## src/rtl/rwt_pkg.sv

```systemverilog
// Shared types and helpers for the read/write turnaround scheduler.
// Assumes percentages are integers from 0 to 100.
package rwt_pkg;

    typedef enum logic {
        MODE_READ  = 1'b0,
        MODE_WRITE = 1'b1
    } bus_mode_e;

    // Whole number of queue entries for a percentage of a depth, fraction dropped.
    function automatic int pct_entries(input int depth, input int pct);
        return (depth * pct) / 100;
    endfunction

endpackage

```

## src/rtl/rwt_watermarks.sv

```systemverilog
// Watermark comparisons: whether a burst may start, whether the bus may
// leave write mode after a write, and whether the burst reached the high
// count. Purely combinational; assumes LO_PCT <= HI_PCT.
module rwt_watermarks #(
    parameter int WR_DEPTH = 32,
    parameter int RD_DEPTH = 32,
    parameter int HI_PCT   = 70,
    parameter int LO_PCT   = 0,
    localparam int WQW     = $clog2(WR_DEPTH + 1),
    localparam int RQW     = $clog2(RD_DEPTH + 1)
) (
    input  logic [WQW-1:0] wr_count,
    input  logic [RQW-1:0] rd_count,
    input  logic [WQW-1:0] burst_cnt,
    output logic           start_burst,
    output logic           may_leave,
    output logic           burst_at_high
);
    import rwt_pkg::*;

    localparam int             HI_CNT = pct_entries(WR_DEPTH, HI_PCT);
    localparam int             LO_CNT = pct_entries(WR_DEPTH, LO_PCT);
    localparam logic [WQW-1:0] HI_Q   = WQW'(HI_CNT);
    localparam logic [WQW-1:0] LO_Q   = WQW'(LO_CNT);

    logic wr_empty;
    logic rd_waiting;

    // Queue state decode.
    always_comb begin
        wr_empty   = (wr_count == '0);
        rd_waiting = (rd_count != '0);
    end

    // Threshold decisions.
    always_comb begin
        start_burst   = (wr_count >= HI_Q) && !wr_empty;
        may_leave     = wr_empty || ((wr_count <= LO_Q) && rd_waiting);
        burst_at_high = (burst_cnt >= HI_Q);
    end

endmodule

```

## src/rtl/rwt_drain_fsm.sv

```systemverilog
// Bus direction state machine. Enters write mode on a start request, asks
// for one write at a time, counts the writes of the burst and returns to
// reads with a turnaround penalty. Assumes wr_done is a single-cycle strobe
// and that bus_busy_until + T_WTR does not wrap.
module rwt_drain_fsm #(
    parameter int WQW    = 6,
    parameter int TW     = 32,
    parameter int T_WTR  = 7
) (
    input  logic                clk,
    input  logic                rst_n,
    input  logic                start_burst,
    input  logic                may_leave,
    input  logic                wr_done,
    input  logic [TW-1:0]       bus_busy_until,
    output rwt_pkg::bus_mode_e  mode,
    output logic                issue_wr,
    output logic                resume_rd,
    output logic [TW-1:0]       resume_at,
    output logic [WQW-1:0]      burst_cnt,
    output logic                leave_now,
    output logic [TW-1:0]       leave_time
);
    import rwt_pkg::*;

    localparam logic [TW-1:0] WTR_Q = TW'(T_WTR);

    logic enter_now;
    logic keep_going;

    // Per-cycle decisions from current mode and inputs.
    always_comb begin
        enter_now  = (mode == MODE_READ) && start_burst;
        leave_now  = (mode == MODE_WRITE) && wr_done && may_leave;
        keep_going = (mode == MODE_WRITE) && wr_done && !may_leave;
        leave_time = bus_busy_until + WTR_Q;
    end

    // Mode, pulses, turnaround time and burst counter registers.
    always_ff @(posedge clk) begin
        if (!rst_n) begin
            mode      <= MODE_READ;
            issue_wr  <= 1'b0;
            resume_rd <= 1'b0;
            resume_at <= '0;
            burst_cnt <= '0;
        end else begin
            issue_wr  <= enter_now || keep_going;
            resume_rd <= leave_now;
            if (enter_now) begin
                mode <= MODE_WRITE;
            end else if (leave_now) begin
                mode <= MODE_READ;
            end
            if (leave_now) begin
                resume_at <= leave_time;
                burst_cnt <= '0;
            end else if (keep_going && (burst_cnt != '1)) begin
                burst_cnt <= burst_cnt + 1'b1;
            end
        end
    end

    assert_issue_in_write_R3: assert property (@(posedge clk) disable iff (!rst_n)
        issue_wr |-> (mode == MODE_WRITE));

    assert_enter_stalls_R2: assert property (@(posedge clk) disable iff (!rst_n)
        ((mode == MODE_READ) && start_burst) |=> ((mode == MODE_WRITE) && issue_wr));

    assert_count_step_R3: assert property (@(posedge clk) disable iff (!rst_n)
        ((mode == MODE_WRITE) && wr_done && !may_leave && (burst_cnt != '1))
        |=> (burst_cnt == $past(burst_cnt) + 1'b1));

    assert_exit_clears_R7: assert property (@(posedge clk) disable iff (!rst_n)
        resume_rd |-> ((burst_cnt == '0) && (mode == MODE_READ)));

    assert_resume_time_R7: assert property (@(posedge clk) disable iff (!rst_n)
        ((mode == MODE_WRITE) && wr_done && may_leave)
        |=> (resume_at == $past(bus_busy_until) + WTR_Q));

    assert_stay_without_write_R6: assert property (@(posedge clk) disable iff (!rst_n)
        ((mode == MODE_WRITE) && !wr_done) |=> (mode == MODE_WRITE));

endmodule

```

## src/rtl/rwt_req_timer.sv

```systemverilog
// Next-request time: after any access, the earliest point at which a new
// command may be considered, allowing a worst-case precharge, activate and
// column access before the bus frees up, never before the present time.
module rwt_req_timer #(
    parameter int TW    = 32,
    parameter int T_RP  = 14,
    parameter int T_RCD = 14,
    parameter int T_CL  = 14
) (
    input  logic          clk,
    input  logic          rst_n,
    input  logic          rd_done,
    input  logic          wr_done,
    input  logic [TW-1:0] now,
    input  logic [TW-1:0] bus_busy_until,
    output logic [TW-1:0] cand,
    output logic [TW-1:0] next_req_at
);
    localparam logic [TW-1:0] REACH = TW'(T_RP + T_RCD + T_CL);

    logic [TW-1:0] back;

    // Candidate time, clamped to the present.
    always_comb begin
        back = bus_busy_until - REACH;
        if (bus_busy_until > REACH) begin
            cand = (back > now) ? back : now;
        end else begin
            cand = now;
        end
    end

    // Capture the candidate on every access.
    always_ff @(posedge clk) begin
        if (!rst_n) begin
            next_req_at <= '0;
        end else if (rd_done || wr_done) begin
            next_req_at <= cand;
        end
    end

    assert_not_before_now_R9: assert property (@(posedge clk) disable iff (!rst_n)
        (rd_done || wr_done) |=> (next_req_at >= $past(now)));

    assert_hold_idle_R9: assert property (@(posedge clk) disable iff (!rst_n)
        !(rd_done || wr_done) |=> $stable(next_req_at));

endmodule

```

## src/rtl/rwt_read_event.sv

```systemverilog
// Single pending read-service event. Scheduled at the turnaround point when
// writes end, pulled earlier by read accesses, created by a read access when
// reads are not stalled, and cleared by an acknowledge of lower priority.
module rwt_read_event #(
    parameter int TW = 32
) (
    input  logic          clk,
    input  logic          rst_n,
    input  logic          leave_now,
    input  logic [TW-1:0] leave_time,
    input  logic          rd_done,
    input  logic          stalled,
    input  logic [TW-1:0] cand,
    input  logic          evt_ack,
    output logic          evt_pend,
    output logic [TW-1:0] evt_at
);
    logic pend_eff;

    // Pending state once this cycle's acknowledge is applied.
    always_comb begin
        pend_eff = evt_pend && !evt_ack;
    end

    // Event pending flag and due time.
    always_ff @(posedge clk) begin
        if (!rst_n) begin
            evt_pend <= 1'b0;
            evt_at   <= '0;
        end else if (leave_now) begin
            evt_pend <= 1'b1;
            if (!pend_eff) begin
                evt_at <= leave_time;
            end
        end else if (rd_done) begin
            if (pend_eff) begin
                if (cand < evt_at) begin
                    evt_at <= cand;
                end
            end else if (!stalled) begin
                evt_pend <= 1'b1;
                evt_at   <= cand;
            end else begin
                evt_pend <= 1'b0;
            end
        end else begin
            evt_pend <= pend_eff;
        end
    end

    assert_exit_schedules_R10: assert property (@(posedge clk) disable iff (!rst_n)
        leave_now |=> evt_pend);

    assert_only_earlier_R11: assert property (@(posedge clk) disable iff (!rst_n)
        (evt_pend && !evt_ack && rd_done && !leave_now)
        |=> (evt_pend && (evt_at <= $past(evt_at))));

    assert_ack_clears_R12: assert property (@(posedge clk) disable iff (!rst_n)
        (evt_ack && !leave_now && !rd_done) |=> !evt_pend);

endmodule

```

## src/rtl/rw_turn_arbiter.sv

```systemverilog
// Read/write bus turnaround scheduler. Decides when the data bus leaves
// reads to drain writes and when it returns, requests writes one at a time,
// tracks the next-request time and a pending read-service event.
// Assumes occupancies already reflect any write removed in a wr_done cycle.
module rw_turn_arbiter #(
    parameter int WR_DEPTH = 32,
    parameter int RD_DEPTH = 32,
    parameter int HI_PCT   = 70,
    parameter int LO_PCT   = 0,
    parameter int TIME_W   = 32,
    parameter int T_WTR    = 7,
    parameter int T_RP     = 14,
    parameter int T_RCD    = 14,
    parameter int T_CL     = 14,
    localparam int WQW     = $clog2(WR_DEPTH + 1),
    localparam int RQW     = $clog2(RD_DEPTH + 1)
) (
    input  logic              clk,
    input  logic              rst_n,
    input  logic [WQW-1:0]    wr_count,
    input  logic [RQW-1:0]    rd_count,
    input  logic              wr_done,
    input  logic              rd_done,
    input  logic              evt_ack,
    input  logic [TIME_W-1:0] now,
    input  logic [TIME_W-1:0] bus_busy_until,
    output logic              write_mode,
    output logic              reads_stalled,
    output logic              issue_wr,
    output logic              resume_rd,
    output logic [TIME_W-1:0] resume_at,
    output logic [WQW-1:0]    burst_writes,
    output logic              burst_at_high,
    output logic [TIME_W-1:0] next_req_at,
    output logic              rd_evt_pending,
    output logic [TIME_W-1:0] rd_evt_at
);
    import rwt_pkg::*;

    bus_mode_e          mode;
    logic               start_burst;
    logic               may_leave;
    logic               leave_now;
    logic [TIME_W-1:0]  leave_time;
    logic [TIME_W-1:0]  cand;

    rwt_watermarks #(
        .WR_DEPTH (WR_DEPTH),
        .RD_DEPTH (RD_DEPTH),
        .HI_PCT   (HI_PCT),
        .LO_PCT   (LO_PCT)
    ) u_marks (
        .wr_count      (wr_count),
        .rd_count      (rd_count),
        .burst_cnt     (burst_writes),
        .start_burst   (start_burst),
        .may_leave     (may_leave),
        .burst_at_high (burst_at_high)
    );

    rwt_drain_fsm #(
        .WQW   (WQW),
        .TW    (TIME_W),
        .T_WTR (T_WTR)
    ) u_fsm (
        .clk            (clk),
        .rst_n          (rst_n),
        .start_burst    (start_burst),
        .may_leave      (may_leave),
        .wr_done        (wr_done),
        .bus_busy_until (bus_busy_until),
        .mode           (mode),
        .issue_wr       (issue_wr),
        .resume_rd      (resume_rd),
        .resume_at      (resume_at),
        .burst_cnt      (burst_writes),
        .leave_now      (leave_now),
        .leave_time     (leave_time)
    );

    rwt_req_timer #(
        .TW    (TIME_W),
        .T_RP  (T_RP),
        .T_RCD (T_RCD),
        .T_CL  (T_CL)
    ) u_timer (
        .clk            (clk),
        .rst_n          (rst_n),
        .rd_done        (rd_done),
        .wr_done        (wr_done),
        .now            (now),
        .bus_busy_until (bus_busy_until),
        .cand           (cand),
        .next_req_at    (next_req_at)
    );

    rwt_read_event #(
        .TW (TIME_W)
    ) u_event (
        .clk        (clk),
        .rst_n      (rst_n),
        .leave_now  (leave_now),
        .leave_time (leave_time),
        .rd_done    (rd_done),
        .stalled    (mode == MODE_WRITE),
        .cand       (cand),
        .evt_ack    (evt_ack),
        .evt_pend   (rd_evt_pending),
        .evt_at     (rd_evt_at)
    );

    // Mode indications.
    always_comb begin
        write_mode    = (mode == MODE_WRITE);
        reads_stalled = (mode == MODE_WRITE);
    end

endmodule

```

## config.mk

```make
export PLATFORM = sky130hd
export DESIGN_NAME = rw_turn_arbiter
export DESIGN_NICKNAME = d
export VERILOG_FILES = /design/src/rtl/rwt_pkg.sv /design/src/rtl/rwt_watermarks.sv /design/src/rtl/rwt_drain_fsm.sv /design/src/rtl/rwt_req_timer.sv /design/src/rtl/rwt_read_event.sv /design/src/rtl/rw_turn_arbiter.sv
export SDC_FILE = /design/constraint.sdc
export NUM_CORES = 1
export LEC_CHECK = 0
export BUFFER_PORTS_ARGS = -buffer_cell sky130_fd_sc_hd__buf_4
export CORE_MARGIN = 4
export CORE_UTILIZATION = 45
export CTS_CLUSTER_SIZE = 8
export DETAILED_ROUTE_END_ITERATION = 12
export GPL_TIMING_DRIVEN = 0
export PLACE_DENSITY = 0.67
export SYNTH_ARGS = -nofsm -noshare
export SYNTH_HDL_FRONTEND = slang
export SYNTH_SLANG_ARGS = --single-unit
export TNS_END_PERCENT = 5
```

## constraint.sdc

```tcl
create_clock -name clk -period 7.2 [get_ports clk]
set_input_delay 1.08 -clock clk [delete_from_list [all_inputs] [get_ports clk]]
set_output_delay 1.08 -clock clk [all_outputs]
set_load 0.02 [all_outputs]
```

==> results of run 1 <==
[logic make-up (layout without fill, tap and decap cells)]
kind of cell             Yosys count  after routing
XOR/XNOR                          58             58
flip-flops                       106            106
adder cells (fa/ha/maj)           68             68
AND/OR/NAND/NOR                  323            323
buffers and inverters            139            332
AO/OA/AOI/OAI                    211            211
multiplexers                      41             41
[final timing paths]
path | end | depth (start not counted)
worst min register to register | u_timer.next_req_at[10] | 2
worst min-delay path | u_timer.next_req_at[10] | 2
worst max register to register | u_event.evt_at[3] | 10
worst max-delay path | u_event.evt_at[3] | 24
[layer usage]
metal	track usage, %	vias to the layer above	share of wire [%]
li1	-	3667	-
met1	38.3	3412	46
met2	40.3	308	44
met3	4.12	42	8.2
met4	6.76	0	1.9
met5	0	-	0
[layout make-up]
cell class | count | area (µm²) | share of cell area, %
multi-input combinational | 701 | 4860 | 51.1
sequential | 106 | 2120 | 22.3
tap | 216 | 270 | 2.84
timing repair buffer | 177 | 1330 | 14.0
inverter | 87 | 327 | 3.43
clock buffer | 13 | 260 | 2.74
buffer | 52 | 273 | 2.87
clock inverter | 3 | 68.8 | 0.724
[registers in the layout (all words and copies together) (netlist names)]
| name | flops |
|---|---|
| u_fsm.resume_at | 32 |
| u_fsm.mode | 1 |
| u_event.evt_pend | 1 |
| u_event.evt_at | 32 |
| u_fsm.issue_wr | 1 |
| u_fsm.burst_cnt | 6 |
| u_fsm.resume_rd | 1 |
| u_timer.next_req_at | 32 |
[worst max-delay path: stages]
cell	delay (ns)
buf_4	0.14
or4_4	0.57
nor3_2	0.24
nand2_1	0.13
or3_1	0.38
xnor2_2	0.23
ha_1	0.30
nand4_1	0.20
nor2_1	0.06
a221o_1	0.33
o311a_2	0.47
nor2_4	0.21
buf_4	0.27
mux2i_1	0.46
inv_1	0.09
ha_1	0.31
a211o_1	0.26
o211ai_1	0.08
a21oi_1	0.09
o21ai_0	0.16
nand2b_1	0.12
a21oi_2	0.38
nand2_1	0.20
o311a_1	0.38
[per-stage QoR]
stage                     setup WS, ns  instances  power (W)
after floorplan                  0.490        946   0.000975
after global placement          -0.607       1332    0.00116
after detailed placement        -0.580       1333    0.00117
after CTS                       0.0271       1352    0.00172
after global routing          0.000528       1355    0.00181
final                            0.281       1355    0.00172
[what timing repair did]
item	CTS	global route
gates resized for setup	3	14
endpoints found under the hold margin	0	0
setup buffers	3	3
setup endpoints to repair	29	32
pin swaps	1	2
[cell usage in the layout (no fill, tap or decap), types with 4 or more instances in the layout]
cell,n
buf_4,180
nand2_1,117
dfxtp_1,106
inv_1,86
nor2_1,78
ha_1,67
o21ai_0,63
a21oi_1,61
clkbuf_1,38
xnor2_1,30
xor2_1,27
mux2_2,26
nor3_1,24
nand3_1,21
nand4_1,18
o22ai_2,17
o21a_1,15
mux2i_1,15
nand2b_1,9
clkbuf_16,9
nor4_1,8
nor2b_1,6
o22ai_1,6
a211oi_1,6
and3_1,5
buf_6,4
nor4_2,4
or3_1,4
a21o_1,4
o31ai_1,4
and2_1,4
buf_1,4
[power by group through the flow]
| stage | Clock, W | Combinational (W) | Sequential, W |
|---|---|---|---|
| after floorplan | 0 | 0.000279 | 0.000696 |
| after global placement | 0 | 0.000498 | 0.000662 |
| after detailed placement | 0 | 0.000504 | 0.000662 |
| after CTS | 0.000560 | 0.000509 | 0.000649 |
| after global routing | 0.000586 | 0.000568 | 0.000653 |
| final | 0.000554 | 0.000519 | 0.000650 |
==> run_results.csv, run 1 <==
group,metric,value,unit
placement,port_buffers,170,
finish,final_util,59.0,%
critical_path,worstPathRequired,7.44,ns
power_and_ir_drop,p_sw_share,32.5,%
run_status,outcome,"completed",
critical_path,r2r-start,"u_event.evt_at[9]",
clock_tree,clk_path_buf_depth,2,
power_and_ir_drop,leakagePower,4.13,nW
floorplanning,std_cell_rows,46,
global_routing,grt_use_total,26.3,%
floorplanning,ioPinCount,189,
detailed_routing,routed_wl,25.3,mm
detailed_routing,routedWlPerCell,18.6,µm
detailed_routing,drcViolationCount,0,
sta,slew_headroom,42.4,%
yosys,synth-seq-area-share,28.3,%
sta,setup_tns,0,ns
critical_path,crit_type,"in -> reg",
sta,finalHoldViolCount,0,
global_routing,grt_pass1_vias,6778,
yosys,synth-async-reset-ratio,0,%
finish,fin_area,0.00951,mm²
yosys,synth-seq-cells,106,
floorplanning,core-area,0.0161,mm²
placement,place_area,0.00905,mm²
finish,diodes,0,
placement,dp_hpwl,20.3,mm
sta,tightest_slew,0.854,ns
min_path,hp-class,"reg -> reg",
critical_path,path_max_fanout,10,
sta,timing.final.crit_share,96.1,%
critical_path,crit_arrival,7.16,ns
yosys,synth_common_cells,"117 x nand2_1, 106 x dfxtp_1, 86 x inv_1",
power_and_ir_drop,p_sw,0.000560,W
yosys,synth.most_common_cell,"nand2_1",
yosys,synth_compound_area_share,18.8,%
sta,finClkSkew,0.00532,ns
floorplanning,fp.dieW,137,µm
floorplanning,die_y,137,µm
power_and_ir_drop,power_frac_comb,30.1,%
global_routing,grt_max_degree,17,
detailed_routing,via_count,7429,
power_and_ir_drop,vdd_drop_max,0.122,mV
sta,max_freq,145,MHz
global_routing,grt_overflow,0,
floorplanning,start_util,46.5,%
sta,final.min_clock_period,6.92,ns
yosys,synth-simple-area-share,20.9,%
yosys,ys.flop_type,"dfxtp_1",
clock_tree,clk_pin_slew,0.07,ns
yosys,synthCells,946,
yosys,synthAdderAreaFrac,11.4,%
yosys,syn_area_per_cell,7.92,µm²
clock_tree,htreeDepth,3,
clock_tree,ctsHoldBuffers,0,
critical_path,crit_start,"bus_busy_until[9]",
finish,fill_cells,1531,
detailed_routing,ant_nets,0,
critical_path,worstSetupEndpointType,"flop",
critical_path,critPathLaunchType,"input pin",
global_routing,grt_first_pass_wirelength,37.7,mm
yosys,synth_area,0.00749,mm²
clock_tree,cts_root_buf,"clkbuf_16",
sta,slew_violations,0,
yosys,synth.mux.area_fraction,5.91,%
finish,final_nets,1283,
yosys,ys_types,69,
yosys,synth_xor_area_share,6.78,%
power_and_ir_drop,pwr-share-clk,32.1,%
clock_tree,clock_latency,0.35,ns
floorplanning,dieArea,0.0188,mm²
power_and_ir_drop,powerDensity,181,mW/mm²
placement,globalplace.congestion,0.908,
yosys,synth_top_area_share,28.3,%
yosys,synth_nets,1095,
flow_run,cap_violations,0,
finish,area_delta_synth_final,26.9,%
detailed_routing,dr.first_iter.drc_count,673,
yosys,synth_top_cells_by_area,"dfxtp_1 28%, ha_1 11%, nand2_1 5.9%, o21ai_0 4.3%, inv_1 4.3%",
global_routing,antenna_found_initial,0,
clock_tree,cts_tree,"built",
sta,rsz0062_at_grt,"false",
sta,hold_ws,0.456,ns
clock_tree,clock_sinks,106,
yosys,yosysTopAreaCell,"dfxtp_1",
min_path,hp-start,"u_timer.next_req_at[10]",
critical_path,ff2ff_setup_slack,4.57,ns
detailed_routing,drtPass1Iterations,6,
power_and_ir_drop,pwr-share-seq,37.7,%
detailed_routing,via_per_inst,5.48,
sta,finalSetupViolations,0,
yosys,synth_warnings,0,
yosys,synth_top_family_by_area,"simple AND/OR/NAND/NOR gates",
finish,drive_above_1_share,24.3,%
clock_tree,numCtsBuffers,9,
power_and_ir_drop,p_int,0.00116,W
yosys,synth_edf_count,0,
No activity file was read; power rests on OpenSTA's default activity.
==> run 2: changes to the inputs <==
CELL_PAD_IN_SITES_DETAIL_PLACEMENT = 1   (was unset)
CELL_PAD_IN_SITES_GLOBAL_PLACEMENT = 2   (was unset)
CORE_UTILIZATION = 32   (was 45)
CTS_BUF_LIST = sky130_fd_sc_hd__clkbuf_4   (was unset)
PLACE_DENSITY = 0.82   (was 0.67)
==> run 2 against run 1 <==
Cell count is 7.1% higher. Combinational power is 2% higher. Sequential cell count unchanged. First-iteration DRC count decreased by 53%. Clock power fell by 34%. Die area is 38% higher. Maximum frequency is 0.75% lower. Utilization down 18 points. Setup slack worse by 0.052 ns. Critical path type unchanged. Largest cell class unchanged.
==> run_results.csv, run 2 (synthesized netlist as in run 1, its figures left out) <==
group,metric,value,unit
run_status,outcome,"completed",
sta,finalHoldViolCount,0,
clock_tree,clock_sinks,106,
clock_tree,numCtsBuffers,9,
global_routing,grt_pass1_vias,7715,
finish,mostFrequentLayoutCells,"179 x buf_4, 117 x nand2_1, 106 x dfxtp_1",
clock_tree,clk_pin_slew,0.18,ns
placement,preCtsSetupSlack,-0.747,ns
detailed_routing,via_per_inst,5.10,
critical_path,crit_type,"in -> reg",
clock_tree,cts_tree,"built",
finish,area_delta_synth_final,25.8,%
sta,finalSetupViolations,0,
detailed_routing,via_count,7403,
floorplanning,start_util,32.8,%
clock_tree,clk_path_buf_depth,2,
detailed_routing,dr.first_iter.drc_count,317,
finish,final_nets,1281,
clock_tree,ctsHoldBuffers,0,
sta,slew_headroom,41.0,%
power_and_ir_drop,leakagePower,4.02,nW
power_and_ir_drop,powerDensity,164,mW/mm²
floorplanning,fp.dieW,161,µm
finish,final_util,41.3,%
clock_tree,clock_latency,0.49,ns
finish,top_regs,"u_event.evt_at x32, u_fsm.resume_at x32, u_timer.next_req_at x32",
critical_path,worstPathRequired,7.61,ns
placement,port_buffers,170,
global_routing,grt_overflow,0,
clock_tree,htreeDepth,3,
sta,rsz0062_at_grt,"false",
sta,hold_ws,0.468,ns
critical_path,crit_arrival,7.38,ns
finish,fin_area,0.00943,mm²
finish,fill_cells,2850,
sta,tightest_slew,0.874,ns
detailed_routing,drcViolationCount,0,
floorplanning,core-area,0.0228,mm²
placement,dp_hpwl,24.2,mm
detailed_routing,routed_wl,29.4,mm
critical_path,path_max_fanout,10,
finish,final_common_cell,"buf_4",
global_routing,grt_first_pass_wirelength,44.5,mm
floorplanning,dieArea,0.0259,mm²
placement,place_area,0.00917,mm²
detailed_routing,routedWlPerCell,20.3,µm
flow_run,cap_violations,0,
power_and_ir_drop,power,0.00155,W
placement,globalplace.congestion,0.884,
min_path,hp-class,"reg -> reg",
critical_path,critPathLaunchType,"input pin",
clock_tree,cts_root_buf,"clkbuf_4",
floorplanning,ioPinCount,189,
sta,finClkSkew,0.0117,ns
power_and_ir_drop,vdd_drop_max,0.0729,mV
sta,slew_violations,0,
sta,timing.final.crit_share,96.8,%
floorplanning,die_y,161,µm
floorplanning,std_cell_rows,55,
global_routing,grt_max_degree,17,
sta,max_freq,143,MHz
global_routing,antenna_found_initial,1,
sta,finalWorstSetupSlack,0.229,ns
finish,drive_above_1_share,24.2,%
sta,final.min_clock_period,6.97,ns
detailed_routing,ant_nets,0,
detailed_routing,drtPass1Iterations,5,
critical_path,worstSetupEndpointType,"flop",
global_routing,grt_use_total,21.9,%
[run 2: changes by cell type in the layout (fill, tap and decap cells not counted), moves of 2 or more]
cell	change
o21ai_1	-2
clkbuf_1	-2
clkbuf_8	-2
clkinv_2	+2
diode_2	+2
clkbuf_4	+11
clkbuf_16	-9
[run 2: worst max-delay path: stages]
cell	delay (ns)
buf_4	0.13
or4_4	0.57
nor3_2	0.27
nand2_1	0.14
or3_1	0.34
xnor2_1	0.29
ha_1	0.33
nand4_1	0.20
nor2_1	0.07
a221o_1	0.34
o311a_2	0.46
nor2_4	0.21
buf_4	0.28
mux2_2	0.42
ha_1	0.33
a211oi_1	0.23
o21ai_0	0.15
a31oi_1	0.19
nor2b_1	0.12
nor4_4	0.35
a31o_2	0.33
nand2_1	0.15
o311a_1	0.38
[run 2: report_power, final]
group          leakage [nW]  internal [W]  switching (W)
combinational          3.07      0.000217       0.000312
sequential            0.868      0.000622      0.0000289
clock                0.0866      0.000143       0.000223
total                  4.02      0.000983       0.000565
[run 2: cell type report]
class / instances / area [µm²] / area share (%)
flip-flops and latches: 106 / 2120 / 22.5
well taps: 313 / 392 / 4.15
plain buffers: 52 / 272 / 2.88
repair buffers: 175 / 1310 / 13.9
clock buffers: 10 / 75.1 / 0.796
diodes: 2 / 5.00 / 0.0531
multi-input cells: 701 / 4840 / 51.4
clock inverters: 5 / 78.8 / 0.836
inverters: 87 / 327 / 3.46
[run 2: timing repair]
action	in CTS	in global routing
resized for setup	4	10
setup buffers	0	4
endpoints found under the setup margin	30	32
gates cloned	0	0
pin swaps	0	2
[run 2: metal layers]
metal | vias up | share of wire (%) | track usage [%]
met3 | 26 | 4.7 | 3.52
met5 | - | 0 | 0
met1 | 3575 | 48 | 29.9
met2 | 149 | 46 | 37.2
li1 | 3653 | - | -
met4 | 0 | 1.3 | 3.99
[run 2: metrics by stage]
stage / setup TNS [ns] / cells
2_1_floorplan: 0 / 946
4_1_cts: 0 / 1445
3_5_place_dp: -20.97 / 1430
3_3_place_gp: -18.76 / 1429
5_1_grt: 0 / 1451
6_report: 0 / 1451
[run 2: path summary, 6_finish.rpt]
check	cells after the start	to	from	slack [ns]
min	2	u_timer.next_req_at[9]	u_timer.next_req_at[9]	0.47
max reg2reg	10	u_event.evt_at[3]	u_event.evt_at[9]	4.42
min reg2reg	2	u_timer.next_req_at[9]	u_timer.next_req_at[9]	0.47
max	23	u_event.evt_at[3]	bus_busy_until[9]	0.23
==> run 3: changes to the inputs <==
MAX_ROUTING_LAYER = met4   (was unset)
==> run 3 against run 2 <==
Critical path depth unchanged. First-iteration DRC count down 3.8%. Wire length down 0.17%. Register-to-register slack about the same. Setup slack worse by 0.020 ns. Non-clock buffer count unchanged. Via count about the same. Global-route usage up 0.66 points. Sequential power about the same. Clock power about the same. Sequential cell count unchanged. Utilization about the same. Critical path type unchanged.
==> run_results.csv, run 3 (synthesized netlist as in run 1, its figures left out) <==
group,metric,value,unit
sta,finClkSkew,0.0125,ns
clock_tree,clk_pin_slew,0.17,ns
clock_tree,cts_tree,"built",
clock_tree,htreeDepth,3,
global_routing,grt_use_total,22.6,%
placement,globalplace.congestion,0.900,
sta,finalHoldViolCount,0,
finish,mostFrequentLayoutCells,"179 x buf_4, 117 x nand2_1, 106 x dfxtp_1",
sta,slew_headroom,41.2,%
power_and_ir_drop,pwr-share-clk,23.6,%
sta,slew_violations,0,
power_and_ir_drop,power,0.00154,W
global_routing,grt_pass1_vias,7719,
global_routing,grt_first_pass_wirelength,44.5,mm
finish,top_regs,"u_event.evt_at x32, u_fsm.resume_at x32, u_timer.next_req_at x32",
critical_path,crit_type,"in -> reg",
detailed_routing,ant_nets,0,
critical_path,path_cells,"buf_4 -> or4_4 -> nor3_2 -> nand2_1 -> or3_1 -> xnor2_1 -> ha_1 -> nand4_1 -> nor2_1 -> a221o_1 -> o311a_2 -> nor2_4 -> buf_4 -> mux2_2 -> ha_1 -> a211oi_1 -> o21ai_0 -> a31oi_1 -> nor2b_1 -> nor4_4 -> a31o_2 -> nand2_1 -> o311a_1",
clock_tree,clock_latency,0.49,ns
floorplanning,dieArea,0.0259,mm²
detailed_routing,drtPass1Iterations,4,
clock_tree,clk_path_buf_depth,2,
clock_tree,clock_sinks,106,
critical_path,worst-path-buf-inv,2,
detailed_routing,via_per_inst,5.10,
power_and_ir_drop,power_frac_comb,34.3,%
power_and_ir_drop,leakagePower,4.02,nW
power_and_ir_drop,p_sw_share,36.4,%
power_and_ir_drop,p_sw,0.000562,W
global_routing,antenna_found_initial,1,
placement,dp_hpwl,24.2,mm
finish,drive_above_1_share,24.2,%
clock_tree,ctsHoldBuffers,0,
sta,final.min_clock_period,6.99,ns
sta,tightest_slew,0.870,ns
detailed_routing,dr.first_iter.drc_count,305,
power_and_ir_drop,powerDensity,164,mW/mm²
floorplanning,start_util,32.8,%
critical_path,path_max_fanout,10,
placement,port_buffers,170,
floorplanning,core-area,0.0228,mm²
placement,place_area,0.00917,mm²
global_routing,grt_overflow,0,
critical_path,slowest_stage,"or4_4",
flow_run,cap_violations,0,
critical_path,worstPathRequired,7.60,ns
detailed_routing,drcViolationCount,0,
finish,area_delta_synth_final,25.8,%
clock_tree,numCtsBuffers,9,
floorplanning,fp.dieW,161,µm
sta,max_freq,143,MHz
finish,final_nets,1281,
detailed_routing,routed_wl,29.3,mm
sta,timing.final.crit_share,97.1,%
critical_path,critPathLaunchType,"input pin",
power_and_ir_drop,pwr-share-seq,42.1,%
run_status,outcome,"completed",
min_path,hp-class,"reg -> reg",
floorplanning,std_cell_rows,55,
floorplanning,ioPinCount,189,
detailed_routing,routedWlPerCell,20.2,µm
power_and_ir_drop,p_int,0.000982,W
finish,fin_area,0.00943,mm²
finish,final_common_cell,"buf_4",
global_routing,grt_max_degree,17,
sta,finalSetupViolations,0,
critical_path,crit_arrival,7.39,ns
critical_path,slowest_delay,0.57,ns
critical_path,worstSetupEndpointType,"flop",
clock_tree,cts_root_buf,"clkbuf_4",
power_and_ir_drop,vdd_drop_max,0.0721,mV
critical_path,critPathTopFamily,"simple AND/OR/NAND/NOR gates",
detailed_routing,via_count,7401,
floorplanning,die_y,161,µm
run 3: cell types whose count changed in the layout (fill, tap and decap cells not counted), sizes merged:
cell | before | now
buf | 190 | 191
clkbuf | 47 | 46
run 3: final timing paths:
| path | startpoint | endpoint | slack (ns) | cells after the start |
|---|---|---|---|---|
| setup / recovery | bus_busy_until[9] | u_event.evt_at[3] | 0.21 | 23 |
| hold / removal | u_timer.next_req_at[9] | u_timer.next_req_at[9] | 0.47 | 2 |
| setup reg to reg | u_event.evt_at[9] | u_event.evt_at[3] | 4.42 | 10 |
| hold reg to reg | u_timer.next_req_at[9] | u_timer.next_req_at[9] | 0.47 | 2 |
run 3: layout make-up:
cell class	count	area (µm²)
inverter	87	327
buffer	52	269
antenna	2	5.00
sequential	106	2120
clock buffer	10	75.1
fill	2851	13400
multi-input combinational	701	4840
timing repair buffer	175	1310
tap	313	392
clock inverter	5	78.8
run 3: routing by layer:
layer / global-route usage (%) / share of wire (%)
met5: - / 0
met1: 30.0 / 48
met2: 37.1 / 47
met4: 3.88 / 1.2
met3: 3.62 / 4.0
run 3: power groups by stage:
stage	clock network, W	registers (W)	logic, W
floorplan	0	0.000696	0.000279
global placement	0	0.000663	0.000513
detailed placement	0	0.000663	0.000521
CTS	0.000373	0.000651	0.000526
global route	0.000393	0.000656	0.000582
finish	0.000364	0.000651	0.000530
run 3: what timing repair did:
item                                    CTS  global route
endpoints found under the setup margin   30            32
buffers inserted                          0             4
pin swaps                                 0             2
resized for setup                         4             9
run 3: worst reg2reg max path, cell delays in order, from the launching register on:
cell	delay, ns
dfxtp_1	0.40
inv_1	0.07
ha_1	0.33
a211oi_1	0.23
o21ai_0	0.15
a31oi_1	0.19
nor2b_1	0.12
nor4_4	0.35
a31o_2	0.33
nand2_1	0.15
o311a_1	0.38
run 3: through the flow:
stage | hold slack, ns | cells | setup WS, ns | utilization [%] | TNS (ns)
after global routing | 0.491 | 1451 | -0.0119 | 41.3 | -0.0119
after detailed placement | 0.447 | 1430 | -0.747 | 40.2 | -20.97
after floorplan | 0.530 | 946 | 0.490 | - | 0
after global placement | 0.442 | 1429 | -0.669 | 40.1 | -18.76
after CTS | 0.474 | 1445 | 0.0555 | 40.9 | 0
final | 0.468 | 1451 | 0.209 | 41.3 | 0
